$ cat config.mk
export PLATFORM = sky130hd
export DESIGN_NAME = tmux_mcount
export DESIGN_NICKNAME = d
export VERILOG_FILES = /design/src/rtl/tmux_mcount.sv
export SDC_FILE = /design/constraint.sdc
export NUM_CORES = 1
export LEC_CHECK = 0
export BUFFER_PORTS_ARGS = -buffer_cell sky130_fd_sc_hd__buf_4
export CAP_MARGIN = 20
export CORE_MARGIN = 10
export CORE_UTILIZATION = 52
export DETAILED_ROUTE_END_ITERATION = 10
export GPL_ROUTABILITY_DRIVEN = 0
export PLACE_DENSITY = 0.73
export SYNTH_ARGS = -nofsm -noshare
export SYNTH_HDL_FRONTEND = slang
export SYNTH_SLANG_ARGS = --single-unit
export TNS_END_PERCENT = 50
$ cat constraint.sdc
create_clock -name clk -period 2.1 [get_ports clk]
set_clock_uncertainty 0.05 [all_clocks]
set_input_delay 0.21 -clock clk [delete_from_list [all_inputs] [get_ports clk]]
set_output_delay 0.21 -clock clk [all_outputs]
set_load 0.03 [all_outputs]
$ cat src/rtl/tmux_mcount.sv
module tmux_mcount #(
  parameter int unsigned MW = 9
) (
  input  logic          clk,
  input  logic          rst_n,
  input  logic          src,
  input  logic [MW-1:0] m_value,
  output logic          pulse
);
  localparam logic [MW-1:0] ONE = MW'(1);

  logic          prev;
  logic [MW-1:0] cnt;
  logic          rise;
  logic          pass;
  logic          last;

  assign rise = src & ~prev;
  assign pass = (m_value <= ONE);
  assign last = (cnt >= m_value - ONE);

  always_ff @(posedge clk or negedge rst_n) begin
    if (!rst_n) begin
      prev  <= 1'b0;
      cnt   <= '0;
      pulse <= 1'b0;
    end else begin
      prev <= src;
      if (pass) begin
        cnt   <= '0;
        pulse <= src;
      end else begin
        pulse <= rise && last;
        if (rise) cnt <= last ? '0 : cnt + ONE;
      end
    end
  end
endmodule

## Word level (Yosys, flattened, before mapping)

Index checks and enable logic that the tools add are counted.

| word-level totals | value |
|---|---|
| logic and storage cells | 15 |
| output and inout port bits | 1 |
| input port bits | 12 |
| register bits after elaboration | 11 |
| latch bits | 0 |
| memory bits (read-only) | 0 |
| memory bits (writable) | 0 |
| memories | 0 |

| cells by class | value |
|---|---|
| multiplexer cells | 4 |
| multiply operators | 0 |
| equal/unequal tests | 0 |
| bitwise gates (word level) | 2 |
| add/sub/neg operators | 2 |
| reduce and logical (&&, ||, !) cells | 2 |
| $lt $le $gt $ge | 2 |
| div/mod/pow operators | 0 |
| shift operators | 0 |

Operator list:

| operator | number |
|---|---|
| $mux 9 | 3 |
| $add 9x1->9 const B | 1 |
| $ge 9x9->1 | 1 |
| $le 9x1->1 const B | 1 |
| $sub 9x1->9 const B | 1 |
| $reduce_bool 2->1 | 1 |
| $and 1x1->1 | 1 |
| $logic_and 1x1->1 | 1 |
| $mux 1 | 1 |
| $not 1->1 | 1 |

## Longest topological paths before layout

| logic depth | value |
|---|---|
| word-level depth | 5 |
| depth in mapped cells | 10 |
| gate-level depth less buffers | 10 |

## Worst setup path before layout

Ideal clock, no wire load.

| timing | value |
|---|---|
| kind | input port to flip-flop |
| start | input port m_value[4] |
| end | register cnt[0] |
| stages on the path | 9 |
| buffers on the path | 0 |
| data required time | 1954 ps |
| path slack | 58 ps |
| library setup time | 96 ps |
| data arrival time | 1896 ps |
| cell sequence | nor4_4 -> and3b_2 -> xnor2_1 -> ha_1 -> nand2_1 -> nor2_1 -> a211oi_1 -> nand4_2 -> o31ai_1 |

| on the way | value |
|---|---|
| longest elaborated chain between the ends | 5 |
| elaborated cells on any way between the ends | 7 |
| those cells by class | add/sub: 1; order compare: 2; mux: 3; reduce/logical: 1 |

RTL lines:

| element | RTL line | source |
|---|---|---|
| start, declared | 7 | `input logic [MW-1:0] m_value,` |
| $sub 9x1->9 | 20 | `assign last = (cnt >= m_value - ONE);` |
| $ge 9x9->1 | 20 |  |
| $mux 9 (2 in series) | 34 | `if (rise) cnt <= last ? '0 : cnt + ONE;` |
| $mux 9 | 29 | `if (pass) begin` |
| end signal, assigned | 34 |  |
| end, declared | 13 | `logic [MW-1:0] cnt;` |

Several ways; a longest one is shown, not always the timed one. The select of a mux whose other input is x is not followed.
A chain may end at the register's enable or synchronous reset.

## Worst setup path after layout

| timing | value |
|---|---|
| start | input port m_value[3] |
| end | register cnt[1] |

The elaborated chain is that of the path after synthesis.

==> out/metrics.cfg <==
[clocking]
cts.reportedPaths.clkPinSlew_ns = 0.07
tritoncts_clock_tree = done
clock_sink_total = 11
clkLatencyLatePin_ns = 0.27
clock_tree.root_cell = clkbuf_4
cts_max_level = 1
cts_max_path_buffers = 2
cts_buffers = 3

[global_route]
grt_max_degree = 12
grt.overflow.total = 0
grt_first_pass_wirelength_um = 3581
antenna_found_initial = 0
grtUsageTotal_pct = 10.94
grt_pass1_vias = 859

[power]
total_leakage_power_uw = 0.0005587
design_power_total_uw = 1158
vdd_drop_max_mv = 0.6045
powerDensity_nw_per_um2 = 963.8

[final_layout]
layout.cells.most_common = buf_4
post_route_cell_area_um2 = 1201
nNetsFinal = 161
fillers = 130
most-common-layout-cells = buf_4, nand2_1, ha_1
layout-drive-gt1-share_pct = 26.47
area_growth_syn_to_layout_pct = 30.26
n_antenna_cell = 0

[sta]
slew_hr_pct = 72.92
min_period_ns = 2.098
finalSetupViolCount = 0
fmax_mhz = 476.5
worst_pin_slew_ns = 0.4062
layout_worst_path_cycle_share_pct = 99.93
final-hold-violation-count = 0
final_max_slew_viol_count = 0
grt_setup_unrepaired = yes

[floorplanning]
starting_utilization_of_the_core_area_pct = 53.99
die_span_in_x_um = 62.11
die_area_um2 = 3858
io-pin-count = 13
core_area_um2 = 1708
placement_rows = 15
dieHeight_um = 62.11

[logic_synthesis]
syn-mean-instance-area_um2 = 8.538
ys_types = 28
synth-edff-count = 0
synth_seq_cells = 11
seq_area_frac_synth_pct = 29.85
syn_area_um2 = 922.1
post_synth_inst_count = 108
postSynth.topFlopCell = dfrtp_1
ys_warn_count = 0
syn_nets = 132
async_reset_ff_share_pct = 100.0

[flow_run]
maximum_capacitance_violations = 0

[placed_design]
io_buffer_count = 12
hpwl_um = 1655
placement.cell_area_um2 = 1102

[worst_setup_path]
worst_setup_path_start_kind = primary input
timing.critical_path.required_ns = 2.23
path_max_fanout = 5
critPathArrivalTime_ns = 2.23
criticalPathCategory = in2reg
critical_path.endpoint_type = flop

[route]
detailroute.via_count = 858
drt_wl_total_um = 2233
detail_route.wl_per_cell_um = 13.87
drt-vias-per-instance = 5.329
drc_marker_count_from_the_first_detailed_route_iteration = 38
detailedRoute.firstPassIterationCount = 6
drc = 0
ant_nets = 0

[worst_hold_path]
hold_path.class = in2reg

[run_status]
status = complete, no violations

-- state kept, by name, summed over array words and instances, names as in the netlist --
signal / flops
cnt: 9
pulse: 1
prev: 1
-- kinds of logic after synthesis --
kind of cell               share of synthesized area, %
adders and majority gates                         16.28
and+or+nand+nor                                   27.00
DFF                                               29.85
xor gates and xnor gates                          6.649
buffers and inverters                             4.205
AOI/OAI and AO/OA                                 11.67
muxes                                             4.342
-- synth_stat cells (2+ instances only) --
cell type	count	area share (%)
xnor2_1	5	4.7
xor2_1	2	1.9
a21oi_1	5	2.7
nor3_1	4	2.2
nand3_1	4	2.2
o31ai_1	2	1.6
mux2i_1	4	4.3
o21ai_0	2	1.1
and3_1	3	2.0
inv_1	6	2.4
nand2_1	17	6.9
nor2_1	11	4.5
ha_1	12	16
dfrtp_1	11	30
o21ai_1	7	3.8
-- worst max-delay path: stages --
cell      delay [ns]
buf_8           0.10
nor4_4          0.32
nand2_1         0.11
xor2_1          0.15
ha_1            0.30
a21oi_2         0.20
nor2_4          0.07
a211oi_4        0.26
nand4_2         0.23
o31ai_1         0.28
-- power by group --
part / internal, uW / leakage, uW / total, uW / switching, uW
Clock: 73.6 / 0.0000150 / 149 / 75.0
Sequential: 298 / 0.000127 / 414 / 116
Combinational: 274 / 0.000417 / 595 / 321
-- worst paths after layout --
kind / from / to / slack, ns / depth (start not counted)
worst min register to register: cnt[1] / cnt[1] / 0.50 / 2
worst min-delay path: src / prev / 0.02 / 1
max in group asynchronous: rst_n / cnt[1] / 1.59 / 2
worst max register to register: cnt[6] / cnt[1] / 0.16 / 6
worst max-delay path: m_value[3] / cnt[1] / 0.002 / 10
min in group asynchronous: rst_n / cnt[7] / 0.25 / 2
-- layout make-up --
| cell class | instances | area, um^2 | area share [%] |
|---|---|---|---|
| clock buffer | 4 | 26.28 | 2.188 |
| inverter | 6 | 22.52 | 1.875 |
| multi-input combinational | 90 | 640.6 | 53.33 |
| sequential | 11 | 275.3 | 22.92 |
| tap | 25 | 31.28 | 2.604 |
| timing repair buffer | 25 | 205.2 | 17.08 |
-- metal layers --
metal,global-route usage [%],wire (um),up-vias
met5,0,0,-
met4,2.571,9,0
met3,3.943,71,2
met2,19.62,1163,15
met1,11.82,988,405
li1,-,-,436
-- metrics by stage --
step	hold slack, ns	instances	worst slack (ns)	util (%)	TNS (ns)
after CTS	0.01284	159	0.04711	67.33	0
final	0.01502	161	0.001511	70.33	0
after global placement	-0.0001184	153	-0.2426	64.54	-1.686
after global routing	0.008399	161	-0.1160	70.33	-0.7481
after detailed placement	0.005689	153	-0.3193	64.54	-2.278
after floorplan	-0.1356	108	0.05820	-	0
-- what timing repair did --
| item | in CTS | in global routing |
|---|---|---|
| hold buffers | 1 | 0 |
| gates cloned | 1 | 0 |
| endpoints found under the setup margin | 3 | 10 |
| buffers inserted | 0 | 2 |
| endpoints found under the hold margin | 11 | 0 |
| pin swaps | 1 | 13 |
| resized for setup | 1 | 9 |
Note: power is estimated with default switching activity, not from simulation.
